File: src/rtl/irq_accept_pkg.sv
`timescale 1ns/1ps
package irq_accept_pkg;

  typedef enum logic [2:0] {
    S_IDLE, S_PUSH_HI, S_PUSH_LO, S_TBL_LO, S_TBL_HI, S_TBL_END, S_DONE
  } ctlState_t;

  typedef enum logic [1:0] {
    K_NMI, K_FIXED, K_DIRECT, K_TABLE
  } tgtKind_t;

  // strobes from control to datapath
  typedef struct packed {
    logic     latchCtx;  // capture return address, vector and page
    logic     bumpRet;   // return address skips the halt instruction
    logic     pushHi;    // select high return byte
    logic     rdHi;      // second table address
    logic     capLo;     // capture table low byte
    logic     loadTgt;   // update target register
    tgtKind_t kind;
  } dpStrobe_t;

  localparam logic [1:0] MODE_RESERVED = 2'd3;

endpackage

File: src/rtl/irq_accept_ctrl.sv
`timescale 1ns/1ps
module irq_accept_ctrl
  import irq_accept_pkg::*;
(
  input  logic       clk,
  input  logic       rstN,
  input  logic       instrDone,
  input  logic       eiStrobe,
  input  logic       diStrobe,
  input  logic       haltStrobe,
  input  logic       modeStrobe,
  input  logic [1:0] modeSel,
  input  logic       irqReq,
  input  logic       nmiReq,
  output dpStrobe_t  strb,
  output logic       ackPulse,
  output logic       stkWrEn,
  output logic       stkWrHigh,
  output logic       tblRdEn,
  output logic       tgtValid,
  output logic       iff1Out,
  output logic       iff2Out,
  output logic       halted,
  output logic [1:0] intMode
);

  ctlState_t st, stNxt;
  tgtKind_t  kind, kindNxt;
  logic      iff1, iff2, haltR;
  logic [1:0] mode, modeNxt;
  logic      boundary, iffEff, takeNmi, takeIrq, take;

  always_comb begin
    boundary = instrDone && (st == S_IDLE);
    iffEff   = eiStrobe ? 1'b1 : (diStrobe ? 1'b0 : iff1);
    modeNxt  = (modeStrobe && modeSel != MODE_RESERVED) ? modeSel : mode;
    takeNmi  = boundary && nmiReq;
    takeIrq  = boundary && !nmiReq && irqReq && iff1 && !eiStrobe && !diStrobe;
    take     = takeNmi || takeIrq;
    if (takeNmi)            kindNxt = K_NMI;
    else if (modeNxt == 2'd1) kindNxt = K_FIXED;
    else if (modeNxt == 2'd2) kindNxt = K_TABLE;
    else                    kindNxt = K_DIRECT;
  end

  always_comb begin
    stNxt = st;
    unique case (st)
      S_IDLE:    stNxt = take ? S_PUSH_HI : S_IDLE;
      S_PUSH_HI: stNxt = S_PUSH_LO;
      S_PUSH_LO: stNxt = (kind == K_TABLE) ? S_TBL_LO : S_DONE;
      S_TBL_LO:  stNxt = S_TBL_HI;
      S_TBL_HI:  stNxt = S_TBL_END;
      S_TBL_END: stNxt = S_DONE;
      S_DONE:    stNxt = S_IDLE;
      default:   stNxt = S_IDLE;
    endcase
  end

  always_ff @(posedge clk) begin
    if (!rstN) begin
      st    <= S_IDLE;
      kind  <= K_DIRECT;
      iff1  <= 1'b0;
      iff2  <= 1'b0;
      haltR <= 1'b0;
      mode  <= 2'd0;
    end else begin
      st <= stNxt;
      if (boundary) mode <= modeNxt;
      if (take) begin
        iff1  <= 1'b0;
        iff2  <= iffEff;
        haltR <= 1'b0;
        kind  <= kindNxt;
      end else if (boundary) begin
        if (eiStrobe || diStrobe) begin
          iff1 <= iffEff;
          iff2 <= iffEff;
        end
        if (haltStrobe) haltR <= 1'b1;
      end
    end
  end

  always_comb begin
    strb.latchCtx = take;
    strb.bumpRet  = haltR || haltStrobe;
    strb.pushHi   = (st == S_PUSH_HI);
    strb.rdHi     = (st == S_TBL_HI);
    strb.capLo    = (st == S_TBL_HI);
    strb.loadTgt  = ((st == S_PUSH_LO) && (kind != K_TABLE)) || (st == S_TBL_END);
    strb.kind     = kind;
  end

  assign ackPulse  = (st == S_PUSH_HI);
  assign stkWrEn   = (st == S_PUSH_HI) || (st == S_PUSH_LO);
  assign stkWrHigh = (st == S_PUSH_HI);
  assign tblRdEn   = (st == S_TBL_LO) || (st == S_TBL_HI);
  assign tgtValid  = (st == S_DONE);
  assign iff1Out   = iff1;
  assign iff2Out   = iff2;
  assign halted    = haltR;
  assign intMode   = mode;

endmodule

File: src/rtl/irq_accept_dp.sv
`timescale 1ns/1ps
module irq_accept_dp
  import irq_accept_pkg::*;
#(
  parameter int DW = 8,
  parameter logic [2*DW-1:0] NMI_TARGET = 'h0066,
  parameter logic [2*DW-1:0] RST_TARGET = 'h0038
)(
  input  logic            clk,
  input  logic            rstN,
  input  dpStrobe_t       strb,
  input  logic [2*DW-1:0] pcIn,
  input  logic [DW-1:0]   irqVector,
  input  logic [DW-1:0]   pageReg,
  input  logic [DW-1:0]   tblData,
  output logic [DW-1:0]   stkWrByte,
  output logic [2*DW-1:0] tblAddr,
  output logic [2*DW-1:0] tgtPc
);

  localparam int AW = 2 * DW;

  logic [AW-1:0] retAddr, tgtR;
  logic [DW-1:0] vecR, pageR, loR;

  always_ff @(posedge clk) begin
    if (!rstN) begin
      retAddr <= '0;
      vecR    <= '0;
      pageR   <= '0;
      loR     <= '0;
      tgtR    <= '0;
    end else begin
      if (strb.latchCtx) begin
        retAddr <= strb.bumpRet ? pcIn + AW'(1) : pcIn;
        vecR    <= irqVector;
        pageR   <= pageReg;
      end
      if (strb.capLo) loR <= tblData;
      if (strb.loadTgt) begin
        unique case (strb.kind)
          K_NMI:    tgtR <= NMI_TARGET;
          K_FIXED:  tgtR <= RST_TARGET;
          K_DIRECT: tgtR <= {{DW{1'b0}}, vecR};
          K_TABLE:  tgtR <= {tblData, loR};
          default:  tgtR <= '0;
        endcase
      end
    end
  end

  assign stkWrByte = strb.pushHi ? retAddr[AW-1:DW] : retAddr[DW-1:0];
  assign tblAddr   = {pageR, vecR} + AW'(strb.rdHi);
  assign tgtPc     = tgtR;

endmodule

File: src/rtl/irq_accept_ctl.sv
`timescale 1ns/1ps
module irq_accept_ctl
  import irq_accept_pkg::*;
#(
  parameter int DW = 8,
  parameter logic [2*DW-1:0] NMI_TARGET = 'h0066,
  parameter logic [2*DW-1:0] RST_TARGET = 'h0038
)(
  input  logic            clk,
  input  logic            rstN,
  input  logic            instrDone,
  input  logic [2*DW-1:0] pcIn,
  input  logic            eiStrobe,
  input  logic            diStrobe,
  input  logic            haltStrobe,
  input  logic            modeStrobe,
  input  logic [1:0]      modeSel,
  input  logic            irqReq,
  input  logic [DW-1:0]   irqVector,
  input  logic            nmiReq,
  input  logic [DW-1:0]   pageReg,
  input  logic [DW-1:0]   tblData,
  output logic            ackPulse,
  output logic            stkWrEn,
  output logic            stkWrHigh,
  output logic [DW-1:0]   stkWrByte,
  output logic            tblRdEn,
  output logic [2*DW-1:0] tblAddr,
  output logic            tgtValid,
  output logic [2*DW-1:0] tgtPc,
  output logic            iff1Out,
  output logic            iff2Out,
  output logic            halted,
  output logic [1:0]      intMode
);

  dpStrobe_t strb;

  irq_accept_ctrl u_ctrl (
    .clk(clk), .rstN(rstN), .instrDone(instrDone),
    .eiStrobe(eiStrobe), .diStrobe(diStrobe), .haltStrobe(haltStrobe),
    .modeStrobe(modeStrobe), .modeSel(modeSel),
    .irqReq(irqReq), .nmiReq(nmiReq), .strb(strb),
    .ackPulse(ackPulse), .stkWrEn(stkWrEn), .stkWrHigh(stkWrHigh),
    .tblRdEn(tblRdEn), .tgtValid(tgtValid),
    .iff1Out(iff1Out), .iff2Out(iff2Out), .halted(halted), .intMode(intMode)
  );

  irq_accept_dp #(.DW(DW), .NMI_TARGET(NMI_TARGET), .RST_TARGET(RST_TARGET)) u_dp (
    .clk(clk), .rstN(rstN), .strb(strb), .pcIn(pcIn),
    .irqVector(irqVector), .pageReg(pageReg), .tblData(tblData),
    .stkWrByte(stkWrByte), .tblAddr(tblAddr), .tgtPc(tgtPc)
  );

endmodule

File: config.mk
export PLATFORM = sky130hd
export DESIGN_NAME = irq_accept_ctl
export DESIGN_NICKNAME = d
export VERILOG_FILES = /design/src/rtl/irq_accept_pkg.sv /design/src/rtl/irq_accept_ctrl.sv /design/src/rtl/irq_accept_dp.sv /design/src/rtl/irq_accept_ctl.sv
export SDC_FILE = /design/constraint.sdc
export NUM_CORES = 1
export LEC_CHECK = 0
export CAP_MARGIN = 20
export CORE_UTILIZATION = 40
export DETAILED_ROUTE_END_ITERATION = 7
export MAX_ROUTING_LAYER = met4
export PLACE_DENSITY_LB_ADDON = 0.1
export SYNTH_ARGS = -nofsm -noshare
export SYNTH_HDL_FRONTEND = slang
export SYNTH_SLANG_ARGS = --single-unit
File: constraint.sdc
create_clock -name clk -period 4.5 [get_ports clk]
set_clock_uncertainty 0.15 [all_clocks]
set_input_delay 0.9 -clock clk [delete_from_list [all_inputs] [get_ports clk]]
set_output_delay 0.9 -clock clk [all_outputs]
set_load 0.02 [all_outputs]
==> results of run 1 <==
[registers in the layout, summed over array words and instances (netlist names)]
| signal | count |
|---|---|
| u_ctrl.intMode | 2 |
| u_ctrl.kind | 2 |
| u_ctrl.st | 3 |
| u_dp.tgtPc | 16 |
| u_dp.retAddr | 16 |
| u_ctrl.iff2Out | 1 |
| u_ctrl.iff1Out | 1 |
| u_dp.pageR | 8 |
| u_dp.loR | 8 |
| u_dp.vecR | 8 |
| u_ctrl.halted | 1 |
[placed cells by master, fill, tap and decap left out, types with 5 or more instances in the layout]
| cell | instances |
|---|---|
| nand4_1 | 6 |
| dfxtp_1 | 66 |
| mux2_2 | 10 |
| mux2i_1 | 9 |
| xor2_1 | 9 |
| clkdlybuf4s50_1 | 99 |
| nor3_1 | 5 |
| a21boi_0 | 22 |
| nand3_1 | 14 |
| a21oi_1 | 19 |
| o211a_1 | 7 |
| clkbuf_8 | 9 |
| a22oi_1 | 9 |
| nand2_1 | 51 |
| nor2b_1 | 23 |
| nor2_1 | 13 |
| o21ai_0 | 23 |
| inv_1 | 7 |
| xnor2_1 | 19 |
[power groups by stage]
| stage | clock network (mW) | registers, mW | logic (mW) |
|---|---|---|---|
| after CTS | 0.551 | 0.723 | 0.538 |
| after floorplan | 0 | 0.724 | 0.335 |
| final | 0.534 | 0.722 | 0.531 |
| after global placement | 0 | 0.733 | 0.531 |
| after detailed placement | 0 | 0.736 | 0.535 |
| after global routing | 0.574 | 0.736 | 0.584 |
[per-layer routing]
layer  routed length [um]  vias up  GRT usage (%)
li1                     -     1549              -
met1                 4050     1360           27.1
met2                 3460       75           28.5
met3                  454        9           3.32
met4                  136        0           9.49
met5                    0        -              -
[logic make-up (layout without fill, tap and decap cells)]
logic type,Yosys count,count (layout),share of synthesized area [%]
AND/OR/NAND/NOR,144,144,22.9
AO/OA/AOI/OAI,95,95,18.9
flip-flops,66,66,38.8
buffers and inverters,33,126,4.78
XOR/XNOR,28,28,7.21
multiplexers,19,19,5.96
adder cells (fa/ha/maj),4,4,1.47
[final cells by class]
type | instances | area share (%)
sequential | 66 | 28.6
clock inverter | 5 | 1.70
tap | 105 | 2.84
multi-input combinational | 290 | 41.5
inverter | 7 | 0.568
clock buffer | 11 | 2.84
timing repair buffer | 103 | 22.0
[path summary, 6_finish.rpt]
path / from / endpoint / slack, ns / cells past startpoint
max: u_ctrl.st[2]$_SDFF_PN0_ / tblAddr[12] / 0.42 / 8
min: u_dp.tgtPc[0]$_SDFFE_PN0P_ / u_dp.tgtPc[0]$_SDFFE_PN0P_ / 0.33 / 2
max reg2reg: u_ctrl.st[0]$_SDFF_PN0_ / u_dp.vecR[7]$_SDFFE_PN0P_ / 1.85 / 5
min reg2reg: u_dp.tgtPc[0]$_SDFFE_PN0P_ / u_dp.tgtPc[0]$_SDFFE_PN0P_ / 0.33 / 2
[worst register-to-register path, stage by stage, from the launching register on]
cell	delay, ns
dfxtp_1	0.46
or4b_1	0.74
a21oi_4	0.66
buf_4	0.34
nand2_1	0.10
a21boi_0	0.14
[metrics by stage]
step	utilization (%)	instances	setup slack, ns	power, mW	hold slack [ns]
global route	56.3	587	0.152	1.89	0.354
CTS	56.3	587	0.382	1.81	0.333
finish	56.3	587	0.424	1.79	0.327
floorplan	-	389	1.32	1.06	0.288
global placement	53.8	571	0.873	1.26	0.314
detailed placement	53.8	571	0.780	1.27	0.322
==> flow_summary.ini, run 1 <==
[power]
p_leak_nw = 1.69
p_per_area_nw_per_um2 = 386
p_int_mw = 1.23
share_comb_of_total_power_pct = 29.7
clkPwrFrac_pct = 29.9
netSwitchingFraction_pct = 31.3
ir_drop_v = 0.000236
pwr-share-seq_pct = 40.4
power.switching_mw = 0.560

[layout]
finish.instance_area_sq_um = 4630
seqCellArea_sq_um = 1320
multi_input_area_sq_um = 1920
area_growth_pct = 36.0
antennaDiodeCount = 0
drive_gt1_share_pct = 7.26
nets = 532
fillers = 783

[critical_path]
arrival_ns = 3.03
worstSetupEndpointType = output port
cp_num_buf_inv = 1
crit_family = simple AND/OR/NAND/NOR gates
start_kind = flip-flop
cp_slowest_cell = clkdlybuf4s50_1
cp.required_ns = 3.45
cp_cell_sequence = nand2b_1 > nor2_4 > ha_1 > ha_1 > and2_1 > nand4_1 > xnor2_1 > clkdlybuf4s50_1
cp_max_fo = 12
max_stage_delay_ns = 0.62
worstSetupPathType = flip-flop to output port
cpMostUsedCell = ha_1

[floorplanning]
rows = 33
core-area_sq_um = 8220
dieArea_sq_um = 8880
start_util_pct = 41.4
die_height_um = 94.2
die_w_um = 94.2
io_pins = 101

[logic_synthesis]
syn_nets = 444
synth_most_common_cell = dfxtp_1
ys_warn_count = 0
ys_types = 49
syn_area_per_cell_sq_um = 8.75
syn_inst = 389
synth_ff_type = dfxtp_1
ys_seq_elements = 66
synth_edf_count = 0
async_reset_ff_share_pct = 0
syn-cell-area_sq_um = 3400
synth_top_area_share_pct = 38.8
yosysTopAreaCell = dfxtp_1
ys_seq_area_share_pct = 38.8
ys_top_cells_by_count = 66 x dfxtp_1, 51 x nand2_1, 23 x nor2b_1, 23 x o21ai_0, 22 x a21boi_0
synthTopCellsByArea = dfxtp_1 39%, nand2_1 5.6%, xnor2_1 4.9%

[global_routing]
grt_pass1_wl_mm = 13.2
track_usage_pct = 19.9
grt_max_degree = 67
grt_remaining_overflow = 0
grt_pass1_vias = 2751
grt_antenna_before_repair = 0

[place]
dp_hpwl_mm = 5.76
placed_area_sq_um = 4420
place.gp.congestion = 0.782
port_buffers = 100

[route]
antenna_left = 0
via_count = 2993
routed_wl_mm = 8.10
wl_per_cell_um = 13.8
via_per_inst = 5.10
drc = 0
drtIter0Drc = 158
first_pass_iters = 4

[clocking]
cts_resized = 0
clk_latency_ns = 0.34
clockBufferDepth = 2
root_buffer = clkbuf_8
cts_tree = built
cts.sinks = 66
numCtsBuffers = 9
post_cts_buffers = 0
cts.clk_slew.worst_paths_ns = 0.07
cts.htree.levels = 3
cts_hold_buf = 0

[run_status]
status = completed

[timing]
setup_violations = 0
hold_viol = 0
grt_setup_unrepaired = no
drv_slew = 0
finalCriticalPeriod_ns = 4.08
fmax_mhz = 245
fin_crit_sh_pct = 90.6
tns_ns = 0
tightest_slew_ns = 1.22
slew_headroom_pct = 19.0

[job]
max-cap-violations = 0

[min_path]
hold_path.class = flip-flop to flip-flop
(Power assumes the default switching activity.)
==> inputs of run 2 (changes only) <==
Clock period 4.5 ns to 4.58 ns, I/O delays scaled along.
==> run 2 against run 1 <==
Against the previous run: sequential power is 2% lower; design area is 0.68% lower; routed wire length is 0.95% higher; register-to-register slack better by 0.13 ns; sequential share of layout area is 0.19 points higher; cell count stayed put; first-iteration DRC count is 15% lower; critical endpoint unchanged; highest routed layer unchanged.
==> flow_summary.ini, run 2 (same netlist as run 1, synthesis figures left out) <==
[timing]
slew_headroom_pct = 14.9
tns_ns = 0
drv_slew = 0
hold_viol = 0
fin_crit_sh_pct = 90.1
fmax_mhz = 242
finalCriticalPeriod_ns = 4.13
tightest_slew_ns = 1.28
grt_setup_unrepaired = no
setup_violations = 0

[route]
via_count = 2994
drc = 0
wl_per_cell_um = 13.9
wl_met3_um = 371
via_per_inst = 5.10
wl_met1_mm = 4.12
wl_met2_mm = 3.57
first_pass_iters = 4
drtIter0Drc = 134
antenna_left = 0
routed_wl_mm = 8.18
top_layer = met4

[critical_path]
arrival_ns = 3.06
cp_slowest_cell = clkdlybuf4s50_1
worstSetupPathType = flip-flop to output port
cp_num_buf_inv = 1
cp.required_ns = 3.51
worstSetupEndpointType = output port
crit_family = simple AND/OR/NAND/NOR gates
cp_cell_sequence = nand2b_1 > nor2_4 > ha_1 > ha_1 > and2_1 > nand4_1 > xnor2_1 > clkdlybuf4s50_1
cpMostUsedCell = ha_1
start_kind = flip-flop
cp_max_fo = 12
max_stage_delay_ns = 0.62

[global_routing]
grt_max_degree = 67
track_usage_pct = 19.9
grt_pass1_wl_mm = 13.4
grt_antenna_before_repair = 0
grt_remaining_overflow = 0
grt_pass1_vias = 2809

[clocking]
cts.sinks = 66
cts_hold_buf = 0
numCtsBuffers = 9
post_cts_buffers = 0
cts.htree.levels = 3
cts.clk_slew.worst_paths_ns = 0.07
root_buffer = clkbuf_8
cts_tree = built
cts_resized = 0
clockBufferDepth = 2
clk_latency_ns = 0.33

[layout]
instances_no_fill = 587
area_growth_pct = 35.0
fillers = 759
nets = 532
final_common_cell = clkdlybuf4s50_1
antennaDiodeCount = 0
layout_common_cells = 99 x clkdlybuf4s50_1, 66 x dfxtp_1, 51 x nand2_1
drive_gt1_share_pct = 7.68

[place]
place.gp.congestion = 0.795
port_buffers = 100
dp_hpwl_mm = 5.77
placed_cells = 571

[floorplanning]
die_w_um = 94.2
io_pins = 101
rows = 33
start_util_pct = 41.4
die_height_um = 94.2
core-area_sq_um = 8220
dieArea_sq_um = 8880

[job]
max-cap-violations = 0

[power]
ir_drop_v = 0.000201
p_per_area_nw_per_um2 = 365
p_leak_nw = 1.66

[min_path]
hold_path.class = flip-flop to flip-flop

[run_status]
status = completed
## run 2: changes by cell type in the layout (fill, tap and decap cells not counted)
cell        change
inv_6           +1
clkinv_4        -1
clkbuf_1        -2
clkinvlp_4      +3
clkbuf_8        +1
bufinv_16       -2
## run 2: per-layer routing
| metal | global-route usage [%] | vias up |
|---|---|---|
| met3 | 3.24 | 10 |
| met5 | - | - |
| met2 | 30.1 | 70 |
| li1 | - | 1543 |
| met1 | 26.5 | 1371 |
| met4 | 7.31 | 0 |
## run 2: worst min-delay path: cells and delay by family (launching register included)
kind	cells	cell delay (ns)
simple gates	1	0.05
flops	1	0.32
compound gates	1	0.06
## run 2: power breakdown
group          internal, mW  switching (mW)
Sequential            0.641          0.0679
Clock                 0.211           0.230
Combinational         0.258           0.269
Total                  1.11           0.567
## run 2: through the flow
stage               setup slack (ns)  hold WS [ns]  area (sq um)  utilization, %  total power [mW]
finish                         0.453         0.323          4600            55.9              1.68
global route                   0.228         0.361          4600            55.9              1.78
CTS                            0.438         0.325          4600            55.9              1.69
detailed placement             0.818         0.316          4420            53.8              1.25
global placement               0.919         0.310          4420            53.8              1.24
floorplan                       1.39         0.288          3400               -              1.04
## run 2: layout make-up
type	instances	area, sq um	share of cell area (%)
clock inverter	6	41.3	0.898
timing repair buffer	103	1020	22.2
sequential	66	1320	28.8
multi-input combinational	290	1920	41.8
clock buffer	10	138	2.99
inverter	7	26.3	0.572
tap	105	131	2.86
## run 2: final timing paths
path / cells after the start / slack, ns / endpoint / from
min: 2 / 0.32 / u_dp.retAddr[0]$_SDFFE_PN0P_ / u_dp.retAddr[0]$_SDFFE_PN0P_
max: 8 / 0.45 / tblAddr[12] / u_ctrl.st[2]$_SDFF_PN0_
min reg2reg: 2 / 0.32 / u_dp.retAddr[0]$_SDFFE_PN0P_ / u_dp.retAddr[0]$_SDFFE_PN0P_
max reg2reg: 5 / 1.98 / u_dp.retAddr[15]$_SDFFE_PN0P_ / u_ctrl.st[0]$_SDFF_PN0_
==> inputs of run 3 (changes only) <==
Settings changed: CTS_BUF_LIST set to sky130_fd_sc_hd__clkbuf_16, PLACE_DENSITY set to 0.7, PLACE_DENSITY_LB_ADDON 0.1 to not set.
==> run 3 against run 2 <==
Against the previous run: count of clock-buffer cells in the layout down 1; via count is 1.2% higher; power is 13% higher; sequential share of layout area down 0.66 points; cell count did not move; critical path depth unchanged; flip-flop and latch count unchanged; sequential power barely moved; routed wire length grew 2.3%; setup slack better by 0.052 ns; global-route usage is 0.27 points higher; maximum frequency increased by 1.3%; critical path type unchanged.
==> flow_summary.ini, run 3 (same netlist as run 1, synthesis figures left out) <==
[power]
netSwitchingFraction_pct = 30.4
clkPwrFrac_pct = 34.6
p_leak_nw = 1.73
share_comb_of_total_power_pct = 27.9
pwr-share-seq_pct = 37.5
ir_drop_v = 0.000273
p_per_area_nw_per_um2 = 402
power.switching_mw = 0.575
p_int_mw = 1.32

[floorplanning]
dieArea_sq_um = 8880
die_height_um = 94.2
rows = 33
die_w_um = 94.2
io_pins = 101
start_util_pct = 41.4
core-area_sq_um = 8220

[critical_path]
worstSetupStartpoint = u_ctrl.st[2]$_SDFF_PN0_
r2r-start = u_ctrl.st[0]$_SDFF_PN0_
cp_slowest_cell = clkdlybuf4s50_1
arrival_ns = 3.01
worstSetupEndpointType = output port
cp.required_ns = 3.51
rr_worst_depth = 5
r2r_end = u_dp.retAddr[13]$_SDFFE_PN0P_
cp_cell_sequence = nand2b_1 > nor2_4 > ha_1 > and2_1 > nand4_1 > nor2_1 > xor2_1 > clkdlybuf4s50_1
max_stage_delay_ns = 0.62
worstSetupPathType = flip-flop to output port
reg2reg_slack_ns = 2.00
cp_num_buf_inv = 1
crit_family = simple AND/OR/NAND/NOR gates
cp_max_fo = 12
start_kind = flip-flop

[timing]
setup_slack_ns = 0.505
finalCriticalPeriod_ns = 4.07
grt_setup_unrepaired = no
drv_slew = 0
tightest_slew_ns = 1.22
hold_viol = 0
setup_violations = 0
fin_crit_sh_pct = 89.0
fmax_mhz = 245
tns_ns = 0
slew_headroom_pct = 18.8

[global_routing]
grt_antenna_before_repair = 0
grt_remaining_overflow = 0
grt_pass1_wl_mm = 13.6
grt_pass1_vias = 2897
grt_max_degree = 67
track_usage_pct = 20.2

[layout]
area_growth_pct = 38.2
final_core_util_pct = 57.2
layout_common_cells = 99 x clkdlybuf4s50_1, 66 x dfxtp_1, 51 x nand2_1
fillers = 760
nets = 532
final_common_cell = clkdlybuf4s50_1
instances_no_fill = 587
antennaDiodeCount = 0
drive_gt1_share_pct = 7.26

[min_path]
min_to = u_dp.retAddr[0]$_SDFFE_PN0P_
worstHoldPathCells = 2
hold_path.class = flip-flop to flip-flop
hold_start = u_dp.retAddr[0]$_SDFFE_PN0P_

[route]
wl_per_cell_um = 14.2
routed_wl_mm = 8.36
drtIter0Drc = 119
via_per_inst = 5.16
antenna_left = 0
drc = 0
first_pass_iters = 5
via_count = 3030

[place]
dp_hpwl_mm = 5.95
pre_cts_ws_ns = 0.846
place.gp.congestion = 0.867
port_buffers = 100
placed_cells = 571

[run_status]
status = completed

[clocking]
cts.clk_slew.worst_paths_ns = 0.05
root_buffer = clkbuf_16
cts_hold_buf = 0
cts_tree = built
cts.htree.levels = 3
clk_latency_ns = 0.32
cts_resized = 0
clockBufferDepth = 2
cts.sinks = 66
numCtsBuffers = 9
post_cts_buffers = 0

[job]
max-cap-violations = 0
[run 3: stage by stage]
stage / instance area, sq um / power (mW) / hold slack, ns
2_1_floorplan: 3400 / 1.04 / 0.288
3_3_place_gp: 4420 / 1.24 / 0.306
3_5_place_dp: 4420 / 1.25 / 0.318
4_1_cts: 4700 / 1.91 / 0.326
5_1_grt: 4700 / 1.99 / 0.337
6_report: 4700 / 1.89 / 0.319
[run 3: final cells by class]
type                       instances  area (sq um)  area share, %
clock inverter                     7          61.3           1.30
sequential                        66          1320           28.1
clock buffer                       9           225           4.79
tap                              105           131           2.79
multi-input combinational        290          1920           40.8
inverter                           7          26.3          0.559
timing repair buffer             103          1020           21.7
[run 3: metal layers]
metal	routed length, um	GRT usage (%)	vias to the layer above	part of all wire (%)
met4	30	6.67	0	0.36
met1	3950	25.3	1406	47
met2	3930	32.7	75	47
met3	452	3.32	2	5.4
met5	0	-	-	0
li1	-	-	1547	-
[run 3: tightest hold or removal path: stages (launching register included)]
cell and delay [ns]:
dfxtp_1 0.30, nand2_1 0.05, a21boi_0 0.06
[run 3: worst max path at each step]
stage | depth (start not counted) | end | slack (ns)
after global placement | 8 | tblAddr[12] | 0.95
after detailed placement | 8 | tblAddr[14] | 0.85
after floorplan | 9 | tblAddr[12] | 1.39
final | 8 | tblAddr[13] | 0.51
after global routing | 8 | tblAddr[12] | 0.23
after CTS | 8 | tblAddr[13] | 0.47
[run 3: power by group through the flow]
stage | sequential [mW] | combinational (mW) | clock, mW
after CTS | 0.709 | 0.533 | 0.663
after detailed placement | 0.720 | 0.529 | 0
after global routing | 0.721 | 0.573 | 0.695
final | 0.709 | 0.528 | 0.654
after global placement | 0.717 | 0.523 | 0
after floorplan | 0.711 | 0.329 | 0
